<file path="src/rtl/lsu_agu_pkg.sv">
package lsu_agu_pkg;

    localparam int XLEN    = 32;
    localparam int SHAMT_W = $clog2(XLEN);

    typedef enum logic [1:0] {
        SZ_BYTE = 2'd0,
        SZ_HALF = 2'd1,
        SZ_WORD = 2'd2
    } acc_size_e;

    typedef enum logic [1:0] {
        SHK_LSL = 2'd0,
        SHK_LSR = 2'd1,
        SHK_ASR = 2'd2,
        SHK_ROR = 2'd3
    } shift_kind_e;

    typedef struct packed {
        logic            pre;
        logic            up;
        logic            wback;
        logic            load;
        acc_size_e       size;
        logic            sign;
        logic [XLEN-1:0] offset;
    } xfer_dec_t;

    function automatic logic [XLEN-1:0] barrel(input logic [XLEN-1:0] v,
                                              input shift_kind_e k,
                                              input logic [SHAMT_W-1:0] n);
        logic [2*XLEN-1:0] dbl;
        logic [XLEN-1:0]   r;
        dbl = {v, v} >> n;
        unique case (k)
            SHK_LSL: r = v << n;
            SHK_LSR: r = v >> n;
            SHK_ASR: r = $unsigned($signed(v) >>> n);
            default: r = dbl[XLEN-1:0];
        endcase
        return r;
    endfunction

endpackage

</file>
<file path="src/rtl/lsu_decode.sv">
module lsu_decode
    import lsu_agu_pkg::*;
#(
    parameter int W = XLEN
) (
    input  logic [31:0]  instr,
    input  logic         fmt_hs,
    input  logic [W-1:0] rm_val,
    output xfer_dec_t    dec
);
    localparam int IMM12_PAD = W - 12;
    localparam int IMM8_PAD  = W - 8;

    always_comb begin
        dec        = '0;
        dec.pre    = instr[24];
        dec.up     = instr[23];
        dec.wback  = instr[21];
        dec.load   = instr[20];
        if (!fmt_hs) begin
            dec.size = instr[22] ? SZ_BYTE : SZ_WORD;
            dec.sign = 1'b0;
            if (instr[25])
                dec.offset = barrel(rm_val, shift_kind_e'(instr[6:5]), instr[11:7]);
            else
                dec.offset = {{IMM12_PAD{1'b0}}, instr[11:0]};
        end else begin
            unique case (instr[6:5])
                2'b10: begin dec.size = SZ_BYTE; dec.sign = instr[20]; end
                2'b11: begin dec.size = SZ_HALF; dec.sign = instr[20]; end
                default: begin dec.size = SZ_HALF; dec.sign = 1'b0; end
            endcase
            dec.offset = instr[22] ? {{IMM8_PAD{1'b0}}, instr[11:8], instr[3:0]} : rm_val;
        end
    end

    // a store never requests sign extension
    always_comb begin
        if (!instr[20]) a_r7_store_unsigned: assert (dec.sign == 1'b0);
    end

endmodule

</file>
<file path="src/rtl/lsu_addr.sv">
module lsu_addr
    import lsu_agu_pkg::*;
#(
    parameter int W = XLEN
) (
    input  logic [W-1:0] base_val,
    input  xfer_dec_t    dec,
    output logic [W-1:0] addr,
    output logic         wb_en,
    output logic [W-1:0] wb_val
);
    logic [W-1:0] moved;

    always_comb begin
        moved  = dec.up ? (base_val + dec.offset) : (base_val - dec.offset);
        addr   = dec.pre ? moved : base_val;
        wb_en  = dec.pre ? dec.wback : 1'b1;
        wb_val = moved;
    end

endmodule

</file>
<file path="src/rtl/lsu_ldfmt.sv">
module lsu_ldfmt
    import lsu_agu_pkg::*;
#(
    parameter int W = XLEN
) (
    input  logic [W-1:0] rd_data,
    input  logic [1:0]   lane,
    input  acc_size_e    size,
    input  logic         sign,
    output logic [W-1:0] ld_data
);
    localparam int NBYTE = W / 8;
    localparam int NHALF = W / 16;

    logic [7:0]  bytes [NBYTE];
    logic [15:0] halves[NHALF];

    for (genvar g = 0; g < NBYTE; g++) begin : g_byte
        assign bytes[g] = rd_data[8*g +: 8];
    end
    for (genvar g = 0; g < NHALF; g++) begin : g_half
        assign halves[g] = rd_data[16*g +: 16];
    end

    logic [7:0]  bsel;
    logic [15:0] hsel;

    always_comb begin
        bsel = bytes[lane];
        hsel = halves[lane[1]];
        unique case (size)
            SZ_BYTE: ld_data = {{(W-8){sign & bsel[7]}}, bsel};
            SZ_HALF: ld_data = {{(W-16){sign & hsel[15]}}, hsel};
            default: ld_data = rd_data;
        endcase
    end

    // an unsigned byte never carries bits above its lane
    always_comb begin
        if (size == SZ_BYTE && !sign)
            a_r9_byte_zero_ext: assert (ld_data[W-1:8] == '0);
    end

endmodule

</file>
<file path="src/rtl/lsu_agu.sv">
module lsu_agu
    import lsu_agu_pkg::*;
(
    input  logic        clk,
    input  logic        rst,
    input  logic        in_valid,
    input  logic [31:0] instr,
    input  logic        fmt_hs,
    input  logic [31:0] base_val,
    input  logic [31:0] rm_val,
    input  logic [31:0] rd_data,
    output logic        out_valid,
    output logic [31:0] mem_addr,
    output logic [1:0]  acc_size,
    output logic        sign_ext,
    output logic        is_load,
    output logic        wb_en,
    output logic [31:0] wb_val,
    output logic [31:0] ld_data
);
    localparam int W = XLEN;

    xfer_dec_t    dec;
    logic [W-1:0] addr_c, wbv_c;
    logic         wben_c;
    acc_size_e    size_q;

    lsu_decode #(.W(W)) u_dec (
        .instr (instr),
        .fmt_hs(fmt_hs),
        .rm_val(rm_val),
        .dec   (dec)
    );

    lsu_addr #(.W(W)) u_addr (
        .base_val(base_val),
        .dec     (dec),
        .addr    (addr_c),
        .wb_en   (wben_c),
        .wb_val  (wbv_c)
    );

    always_ff @(posedge clk) begin
        if (rst) begin
            out_valid <= 1'b0;
            mem_addr  <= '0;
            size_q    <= SZ_BYTE;
            sign_ext  <= 1'b0;
            is_load   <= 1'b0;
            wb_en     <= 1'b0;
            wb_val    <= '0;
        end else begin
            out_valid <= in_valid;
            if (in_valid) begin
                mem_addr <= addr_c;
                size_q   <= dec.size;
                sign_ext <= dec.sign;
                is_load  <= dec.load;
                wb_en    <= wben_c;
                wb_val   <= wbv_c;
            end
        end
    end

    assign acc_size = size_q;

    lsu_ldfmt #(.W(W)) u_fmt (
        .rd_data(rd_data),
        .lane   (mem_addr[1:0]),
        .size   (size_q),
        .sign   (sign_ext),
        .ld_data(ld_data)
    );

    a_r5_post_base_addr: assert property (@(posedge clk) disable iff (rst)
        in_valid && !instr[24] |=> wb_en && mem_addr == $past(base_val));

    a_r4_pre_wb_follows_w: assert property (@(posedge clk) disable iff (rst)
        in_valid && instr[24] |=> wb_en == $past(instr[21]) && wb_val == mem_addr);

    a_r8_load_bit: assert property (@(posedge clk) disable iff (rst)
        in_valid |=> is_load == $past(instr[20]));

    a_r10_valid_tracks: assert property (@(posedge clk) disable iff (rst)
        in_valid |=> out_valid);

    a_r10_hold_when_idle: assert property (@(posedge clk) disable iff (rst)
        !in_valid |=> !out_valid && $stable(mem_addr) && $stable(wb_val));

endmodule

</file>
<file path="config.mk">
export PLATFORM = sky130hd
export DESIGN_NAME = lsu_agu
export DESIGN_NICKNAME = d
export VERILOG_FILES = /design/src/rtl/lsu_agu_pkg.sv /design/src/rtl/lsu_decode.sv /design/src/rtl/lsu_addr.sv /design/src/rtl/lsu_ldfmt.sv /design/src/rtl/lsu_agu.sv
export SDC_FILE = /design/constraint.sdc
export NUM_CORES = 1
export LEC_CHECK = 0
export BUFFER_PORTS_ARGS = -buffer_cell sky130_fd_sc_hd__buf_4
export CORE_UTILIZATION = 40
export DETAILED_ROUTE_END_ITERATION = 16
export GPL_TIMING_DRIVEN = 0
export PLACE_DENSITY_LB_ADDON = 0.08
export SYNTH_ARGS = -nofsm -noshare
export SYNTH_HDL_FRONTEND = slang
export SYNTH_SLANG_ARGS = --single-unit
</file>
<file path="constraint.sdc">
create_clock -name clk -period 8.9 [get_ports clk]
set_clock_uncertainty 0.2 [all_clocks]
set_input_delay 0.89 -clock clk [delete_from_list [all_inputs] [get_ports clk]]
set_output_delay 0.89 -clock clk [all_outputs]
set_load 0.02 [all_outputs]
</file>
==> flow_metrics.tcl, run 1 <==
set metrics [dict create \
    outcome "finished clean" \
    power_density_nw_per_um2 143 \
    critPathMaxStageDelay_ps 700 \
    rsz0062_at_grt "no" \
    port_buffers 209 \
    grt_antenna_before_repair 0 \
    htreeDepth 3 \
    syn-cell-area_um2 11000 \
    drt_iter0_markers 1710 \
    fp.dieH_um 168 \
    n_antenna_cell 0 \
    grt_pass1_vias 12985 \
    power_mw 1.91 \
    p_leak_nw 5.58 \
    path_buf_inv 5 \
    root_buffer "clkbuf_16" \
    crit_path_top_delay_cell "buf_1" \
    wire_per_inst_um 31.4 \
    placementRows 60 \
    fmax_mhz 120 \
    crit_path_max_fanout 10 \
    reg2reg_depth 3 \
    syn_nets 1537 \
    grt_max_degree 14 \
    dieArea_um2 28300 \
    dieWidth_um 168 \
    maxCapViolations 0 \
    timing.final.crit_share_pct 94.0 \
    reg2reg_setup_slack_ps 7230 \
    clock_latency_ps 330 \
    critPathTopFamily "compound AO/OA/AOI/OAI gates" \
    async_reset_ff_share_pct 0 \
    synth_area_leaders "mux4_2 (14%), dfxtp_1 (13%), mux2i_1 (9.7%)" \
    clkSinkCount 70 \
    ys_ff_latch 70 \
    initial_core_util_pct 40.9 \
    routed_wl_mm 60.8 \
    grt_pass1_wl_mm 87.9 \
    slew_headroom_pct 16.3 \
    ys_seq_area_share_pct 12.7 \
    synth_edf_count 0 \
    cp.arrival_ps 8390 \
    highest_layer "met4" \
    vias_per_cell 6.96 \
    yosys_warnings 0 \
    drive_gt1_share_pct 23.6 \
    drv_slew 0 \
    vdd_ir_drop_max_mv 0.0839 \
    min_from "wb_val[30]" \
    end_kind "register" \
    critical_path_required_ps 8930 \
    fin_nets 1756 \
    regToRegStartpoint "mem_addr[1]" \
    cts_tree "done" \
    period_minus_slack_ps 8360 \
    hold_path_end "wb_val[30]" \
    hold_path_depth 2 \
    syn_inst 1371 \
    yosysTopAreaCell "mux4_2" \
    io_pins 234 \
    final.setup.tns_ps 0 \
    path_clk_slew_ps 60 \
    yosysMostFrequentCell "nor2_1" \
    netlist.area_leader.share_pct 14.1 \
    wl_met3_mm 6.24 \
    fill_cells 2684 \
    clockBufferDepth 2 \
    hold_path_class "reg -> reg" \
    ys.flop_type "dfxtp_1" \
    ys_top_cells_by_count "nor2_1 (140), mux2i_1 (107), a21oi_1 (99), nand2_1 (93), clkbuf_1 (73)" \
    core-area_um2 27000 \
    critPathLaunchType "input pin" \
    tightest_slew_ps 1240 \
    dr_total_vias 13470 \
    syn2layout_area_growth_pct 20.8 \
    numCtsBuffers 9 \
    place.gp.congestion 1.04 \
    timing.rr.end "mem_addr[1]" \
    critPathKind "in -> reg" \
    wl_met1_mm 22.7 \
    finalHoldViolations 0 \
    route.detailed.drc 0 \
    grt_usage_pct 42.2 \
    syn_area_per_cell_um2 8.05 \
    synth_cell_types 90 \
    firstDrtPassIters 5 \
    ant_nets 0 \
    place_hpwl_mm 47.8 \
    gr-total-overflow 0 \
    wl_met2_mm 27.2 \
    setup_viol 0 \
]
-- cells in the final DEF, fill, tap and decap left out, types with 8 or more instances in the layout --
cell,count
o211ai_1,19
clkbuf_16,9
buf_1,18
xor2_1,13
o22ai_1,12
a31oi_1,20
a311oi_1,8
xnor2_1,47
nor2b_1,23
mux2i_1,107
and2_1,13
dfxtp_1,70
ha_1,33
nand4_1,12
nand3_1,30
nand2b_1,23
inv_1,27
o31ai_1,16
a21oi_1,99
o21ai_0,54
buf_4,214
a22oi_1,16
mux4_2,69
nand2_1,93
a211oi_1,42
clkbuf_1,73
o311ai_0,8
a21o_1,32
mux2_2,35
buf_2,17
nor2_1,140
nor3_1,41
-- worst max path at each step --
| stage | from | to | slack, ps | depth (start not counted) |
|---|---|---|---|---|
| after floorplan | instr[9] | mem_addr[31] | 2440 | 25 |
| after global placement | instr[10] | mem_addr[31] | 130 | 25 |
| after detailed placement | instr[10] | mem_addr[31] | 240 | 25 |
| after CTS | instr[10] | mem_addr[31] | 560 | 25 |
| after global routing | instr[10] | mem_addr[31] | 70 | 26 |
| final | instr[10] | mem_addr[31] | 540 | 26 |
-- timing repair --
item | 4_1_cts | 5_1_grt
setup endpoints to repair | 0 | 2
gates resized for setup | 0 | 2
hold buffers | 0 | 0
setup buffers | 0 | 0
-- kinds of logic (layout without fill, tap and decap cells) --
kind of cell             Yosys count  in the layout  share of synthesized area, %
flip-flops                        70             70                          12.7
AO/OA/AOI/OAI                    424            424                          26.5
buffers and inverters            151            375                          5.97
XOR/XNOR                          60             60                          4.76
AND/OR/NAND/NOR                  412            412                          17.8
adder cells (fa/ha/maj)           34             34                          3.92
multiplexers                     220            220                          28.3
-- layer usage --
metal  up-vias  global-route usage (%)
li1       5708                       -
met1      6465                    51.0
met2      1048                    68.5
met3       249                    8.13
met4         0                    27.6
met5         -                       0
-- sequential cells by signal, indices dropped and copies added, names as in the netlist --
register and cells:
wb_en 1, sign_ext 1, mem_addr 32, wb_val 32
acc_size 2, is_load 1, out_valid 1
-- through the flow --
stage | cell area (um2) | util (%) | setup WS (ps) | hold WS (ps) | cells
global placement | 13000 | 48.2 | 128 | 261 | 1921
detailed placement | 13000 | 48.2 | 244 | 266 | 1921
floorplan | 11000 | - | 2440 | 344 | 1371
finish | 13300 | 49.4 | 538 | 275 | 1936
global route | 13300 | 49.4 | 68.2 | 302 | 1936
CTS | 13300 | 49.4 | 564 | 276 | 1937
-- worst min-delay path: cells and delay by family (launching register included) --
kind | cells | cell delay, ps
AO/OA/AOI/OAI | 1 | 50
flip-flops | 1 | 310
AND/OR/NAND/NOR | 1 | 60
-- power by group --
group	switching (mW)	internal (mW)
clock	0.147	0.226
sequential	0.0292	0.360
combinational	0.699	0.446
total	0.876	1.03
-- layout make-up --
class                      count  area, um2  share of cell area (%)
multi-input combinational   1150       8980                    67.3
timing repair buffer         209       1570                    11.8
sequential                    70       1400                    10.5
buffer                       121        548                    4.11
tap                          341        427                    3.20
clock buffer                  10        239                    1.79
inverter                      29        109                   0.816
clock inverter                 6       68.8                   0.516
Note: power is estimated with default switching activity, not from simulation.
==> inputs of run 2 (changes only) <==
--- a/config.mk
+++ b/config.mk
@@ -7,6 +7,7 @@
 export LEC_CHECK = 0
 export BUFFER_PORTS_ARGS = -buffer_cell sky130_fd_sc_hd__buf_4
 export CORE_UTILIZATION = 40
+export CTS_BUF_LIST = sky130_fd_sc_hd__clkbuf_4 sky130_fd_sc_hd__clkbuf_8
 export DETAILED_ROUTE_END_ITERATION = 16
 export GPL_TIMING_DRIVEN = 0
 export PLACE_DENSITY_LB_ADDON = 0.08
==> run 2 against run 1 <==
Against the previous run:
- routed wire length decreased by 0.69%
- critical endpoint unchanged
- utilization decreased by 0.37 points
- fmax up 0.29%
- sequential share of layout area grew 0.080 points
- global-route usage decreased by 0.095 points
- first-iteration DRC count is essentially flat
- non-clock buffer count unchanged
- largest cell class unchanged
- clock power shrank 27%
==> flow_metrics.tcl, run 2 (synthesized netlist as in run 1, its figures left out) <==
set metrics [dict create \
    fp.dieH_um 168 \
    rsz0062_at_grt "no" \
    port_buffers 209 \
    routed_wl_mm 60.3 \
    wire_per_inst_um 31.2 \
    layout_common_cells "buf_4 (214), nor2_1 (140), mux2i_1 (107)" \
    setup_viol 0 \
    clockBufferDepth 2 \
    p_leak_nw 5.53 \
    cp_num_cells 26 \
    maxCapViolations 0 \
    drive_gt1_share_pct 23.6 \
    critPathMaxStageDelay_ps 670 \
    path_clk_slew_ps 80 \
    outcome "finished clean" \
    slew_headroom_pct 17.7 \
    cp.arrival_ps 8390 \
    place.gp.congestion 1.04 \
    grt_pass1_vias 12984 \
    path_buf_inv 5 \
    critPathTopFamily "compound AO/OA/AOI/OAI gates" \
    dieWidth_um 168 \
    final.setup.tns_ps 0 \
    critPathKind "in -> reg" \
    tightest_slew_ps 1220 \
    end_kind "register" \
    route.detailed.drc 0 \
    syn2layout_area_growth_pct 19.9 \
    reg2reg_setup_slack_ps 7200 \
    power_density_nw_per_um2 136 \
    dieArea_um2 28300 \
    clock_latency_ps 360 \
    gr-total-overflow 0 \
    critPathLaunchType "input pin" \
    grt_antenna_before_repair 1 \
    crit_path_max_fanout 10 \
    ant_nets 0 \
    grt_pass1_wl_mm 87.7 \
    period_minus_slack_ps 8340 \
    fin_nets 1756 \
    grt_usage_pct 42.1 \
    hold_path_depth 2 \
    placementRows 60 \
    vias_per_cell 6.90 \
    reg2reg_depth 3 \
    grt_max_degree 14 \
    root_buffer "clkbuf_8" \
    fmax_mhz 120 \
    clkSinkCount 70 \
    n_antenna_cell 0 \
    vdd_ir_drop_max_mv 0.0844 \
    drv_slew 0 \
    timing.final.crit_share_pct 93.7 \
    drt_iter0_markers 1709 \
    io_pins 234 \
    htreeDepth 3 \
    core-area_um2 27000 \
    crit_path_top_delay_cell "buf_1" \
    cts_tree "done" \
    final_common_cell "buf_4" \
    numCtsBuffers 9 \
    critical_path_required_ps 8960 \
    hold_buffers 0 \
    place_hpwl_mm 47.8 \
    firstDrtPassIters 6 \
    power_mw 1.80 \
    dr_total_vias 13354 \
    hold_path_class "reg -> reg" \
    finalHoldViolations 0 \
    initial_core_util_pct 40.9 \
]
-- run 2: cell counts in the layout (fill, tap and decap cells not counted) --
Identical to the previous run, type by type.
-- run 2: cell type report --
cell class	instances	area, um2
Inverter	29	109
Timing Repair Buffer	209	1570
Clock inverter	6	68.8
Tap cell	341	427
Clock buffer	10	138
Buffer	121	548
Sequential cell	70	1400
Fill cell	2701	13800
Multi-Input combinational cell	1150	8980
-- run 2: through the flow --
step | std cells | cell area (um2) | hold WS [ps] | util, % | setup slack [ps]
after global routing | 1936 | 13200 | 308 | 49.0 | 152
after global placement | 1921 | 13000 | 261 | 48.2 | 128
after CTS | 1937 | 13200 | 279 | 49.0 | 589
after floorplan | 1371 | 11000 | 344 | - | 2440
final | 1936 | 13200 | 281 | 49.0 | 562
after detailed placement | 1921 | 13000 | 266 | 48.2 | 244
-- run 2: worst min-delay path, stage by stage, from the launching register on --
cell and delay [ps]:
dfxtp_1 320, nand2b_1 70, a21oi_1 50
-- run 2: routing by layer --
metal	vias up	global-route usage, %	wire (um)
met5	-	0	0
li1	5693	-	-
met2	1010	69.0	27100
met4	0	25.8	4630
met3	246	8.09	6160
met1	6405	51.1	22400
-- run 2: final timing paths --
kind / start / to
min reg2reg: wb_val[30] / wb_val[30]
max reg2reg: mem_addr[1] / mem_addr[1]
min: wb_val[30] / wb_val[30]
max: instr[10] / mem_addr[31]
-- run 2: repair_timing --
action,4_1_cts,5_1_grt
setup buffers,0,0
resized for setup,0,2
endpoints found under the setup margin,0,2
-- run 2: power breakdown --
part           switching, mW  total [mW]  internal (mW)  leakage (nW)
Combinational          0.695        1.14          0.446          4.85
Sequential            0.0293       0.388          0.359         0.580
Clock                  0.135       0.274          0.139         0.103
Total                  0.859        1.80          0.944          5.53
==> inputs of run 3 (changes only) <==
--- a/config.mk
+++ b/config.mk
@@ -10,7 +10,7 @@
 export CTS_BUF_LIST = sky130_fd_sc_hd__clkbuf_4 sky130_fd_sc_hd__clkbuf_8
 export DETAILED_ROUTE_END_ITERATION = 16
 export GPL_TIMING_DRIVEN = 0
-export PLACE_DENSITY_LB_ADDON = 0.08
 export SYNTH_ARGS = -nofsm -noshare
 export SYNTH_HDL_FRONTEND = slang
+export SYNTH_HIERARCHICAL = 1
 export SYNTH_SLANG_ARGS = --single-unit
==> run 3 against run 2 <==
Against the previous run:
- first-iteration DRC count up 26%
- global-route usage rose by 1.9 points
- combinational power rose by 18%
- critical path type unchanged
- critical endpoint is now wb_val[31]
- sequential share of layout area shrank 0.97 points
- clock-buffer cell count rose by 1
- highest routed layer unchanged
- total power grew 11%
- design area is 10% higher
- via count increased by 16%
- die area grew 12%
- synthesized cell count increased by 17%
- area after synthesis is 12% higher
==> flow_metrics.tcl, run 3 <==
set metrics [dict create \
    ys_top_cells_by_count "nor2_1 (177), mux2i_1 (161), nand2_1 (119), a21oi_1 (113), clkbuf_1 (78)" \
    slew_headroom_pct 10.8 \
    initial_core_util_pct 40.5 \
    syn-cell-area_um2 12400 \
    hold_path_class "reg -> reg" \
    grt_max_degree 20 \
    tightest_slew_ps 1330 \
    io_pins 234 \
    regToRegStartpoint "mem_addr[1]" \
    setup_viol 0 \
    syn_nets 1778 \
    ys.flop_type "dfxtp_1" \
    synth_area_leaders "mux2i_1 (13%), dfxtp_1 (11%), mux2_2 (6.1%)" \
    crit_start "instr[11]" \
    grt_pass1_wl_mm 101 \
    grt_pass1_vias 14802 \
    path_clk_slew_ps 70 \
    crit_path_max_fanout 10 \
    post-cts-setup-buffers 0 \
    n_antenna_cell 0 \
    route.detailed.drc 0 \
    numCtsBuffers 9 \
    routed_wl_mm 71.4 \
    wire_per_inst_um 32.2 \
    fin_nets 1992 \
    post-place-ws_ps -433 \
    reg2reg_setup_slack_ps 7900 \
    vdd_ir_drop_max_mv 0.155 \
    final.setup.tns_ps 0 \
    dieArea_um2 31600 \
    vias_per_cell 6.97 \
    power_density_nw_per_um2 137 \
    dieWidth_um 178 \
    outcome "finished clean" \
    maxCapViolations 0 \
    critical_path_required_ps 8960 \
    syn2layout_area_growth_pct 17.9 \
    critPathKind "in -> reg" \
    clockBufferDepth 2 \
    syn_area_per_cell_um2 7.70 \
    period_minus_slack_ps 8570 \
    rsz0062_at_grt "no" \
    timing.final.crit_share_pct 96.3 \
    placed_area_um2 14400 \
    root_buffer "clkbuf_8" \
    finalInstanceArea_um2 14600 \
    drt_iter0_markers 2160 \
    fin_cells 2221 \
    yosys_warnings 6 \
    ys_ff_latch 70 \
    place_hpwl_mm 55.9 \
    layout_common_cells "buf_4 (215), nor2_1 (177), mux2i_1 (161)" \
    fp.dieH_um 178 \
    dr_total_vias 15472 \
    setup_slack_ps 328 \
    end_kind "register" \
    critPathLaunchType "input pin" \
    synth_cell_types 101 \
    power_mw 2.00 \
    syn_inst 1606 \
    port_buffers 204 \
    htreeDepth 3 \
    clock_latency_ps 370 \
    final_common_cell "buf_4" \
    drv_slew 0 \
    min_from "mem_addr[16]" \
    ant_nets 0 \
    fill_cells 3033 \
    synth_edf_count 0 \
    grt_antenna_before_repair 0 \
    async_reset_ff_share_pct 0 \
    clkSinkCount 70 \
    placementRows 64 \
    netlist.area_leader.share_pct 13.0 \
    yosysMostFrequentCell "nor2_1" \
    yosysTopAreaCell "mux2i_1" \
    grt_usage_pct 44.0 \
    cts_tree "done" \
    dpl.cell_count 2206 \
    cp.arrival_ps 8630 \
    gr-total-overflow 0 \
    firstDrtPassIters 6 \
    place.gp.congestion 1.10 \
    core-area_um2 30500 \
    ys_seq_area_share_pct 11.3 \
    fmax_mhz 117 \
    p_leak_nw 6.12 \
    drive_gt1_share_pct 22.7 \
    finalHoldViolations 0 \
]
## run 3: changes by cell type after synthesis, moves of 13 or more
cell | before | now
mux2i_1 | 107 | 161
xnor2_1 | 47 | 23
xor2_1 | 13 | 37
nand2_1 | 93 | 119
mux4_2 | 69 | 18
nor2_1 | 140 | 177
a211oi_1 | 42 | 18
o22ai_1 | 12 | 28
a21oi_1 | 99 | 113
o31ai_1 | 16 | 3
o221ai_1 | 4 | 25
mux2_2 | 35 | 67
## run 3: area by class of cell
type	count	area, um2	share of cell area [%]
multi-input cells	1362	10000	68.6
clock buffers	11	151	1.04
well taps	396	495	3.40
flip-flops and latches	70	1400	9.61
inverters	25	93.8	0.644
plain buffers	148	866	5.94
clock inverters	5	33.8	0.232
repair buffers	204	1530	10.5
## run 3: final timing paths
kind                                      to  cells after the start
worst min register to register  mem_addr[16]                      2
worst max-delay path              wb_val[31]                     25
worst max register to register   mem_addr[1]                      2
worst min-delay path            mem_addr[16]                      2
## run 3: cell families (layout without fill, tap and decap cells)
logic type | Yosys count | in the layout | share of synthesized area, %
AO/OA/AOI/OAI | 510 | 510 | 30.0
AND/OR/NAND/NOR | 493 | 493 | 18.7
multiplexers | 258 | 258 | 23.7
buffers and inverters | 174 | 393 | 7.79
flip-flops | 70 | 70 | 11.3
XOR/XNOR | 61 | 61 | 4.38
adder cells (fa/ha/maj) | 40 | 40 | 4.11
## run 3: metrics by stage
stage	util (%)	hold slack, ps
6_report	47.8	301
4_1_cts	47.8	306
5_1_grt	47.8	328
3_3_place_gp	47.2	275
2_1_floorplan	-	383
3_5_place_dp	47.2	285
## run 3: timing repair
action	4_1_cts	5_1_grt
endpoints found under the setup margin	1	2
resized for setup	0	2
hold buffers	0	0
pin swaps	0	0
## run 3: critical path: stages
cell and delay (ps):
buf_4 110, clkbuf_1 530, buf_1 590, clkbuf_1 570
clkbuf_1 570, o2111ai_1 250, nand3_1 170, o211ai_1 340
nor4_2 650, nor3b_1 420, and2_1 300, a21oi_1 200
nor2_1 250, nand2_1 90, xor2_1 170, ha_1 290
clkbuf_1 350, nand2_1 140, nor2_1 230, nand3_1 170
a2111oi_1 670, o21ai_0 260, xnor2_1 200, mux2i_1 150
nor2_1 50
## run 3: layer usage
layer | global-route usage (%) | up-vias | part of all wire [%] | wire [um]
met5 | 0 | - | 0 | 0
li1 | - | 6535 | - | -
met1 | 53.5 | 7421 | 38 | 27500
met3 | 12.6 | 331 | 12 | 8220
met4 | 30.0 | 0 | 7.5 | 5390
met2 | 66.9 | 1185 | 43 | 30400
## run 3: power by group
part	total (mW)	internal, mW	leakage [nW]	switching [mW]
sequential	0.395	0.364	0.578	0.0306
clock	0.251	0.116	0.0913	0.135
combinational	1.35	0.510	5.46	0.843
total	2.00	0.990	6.12	1.01
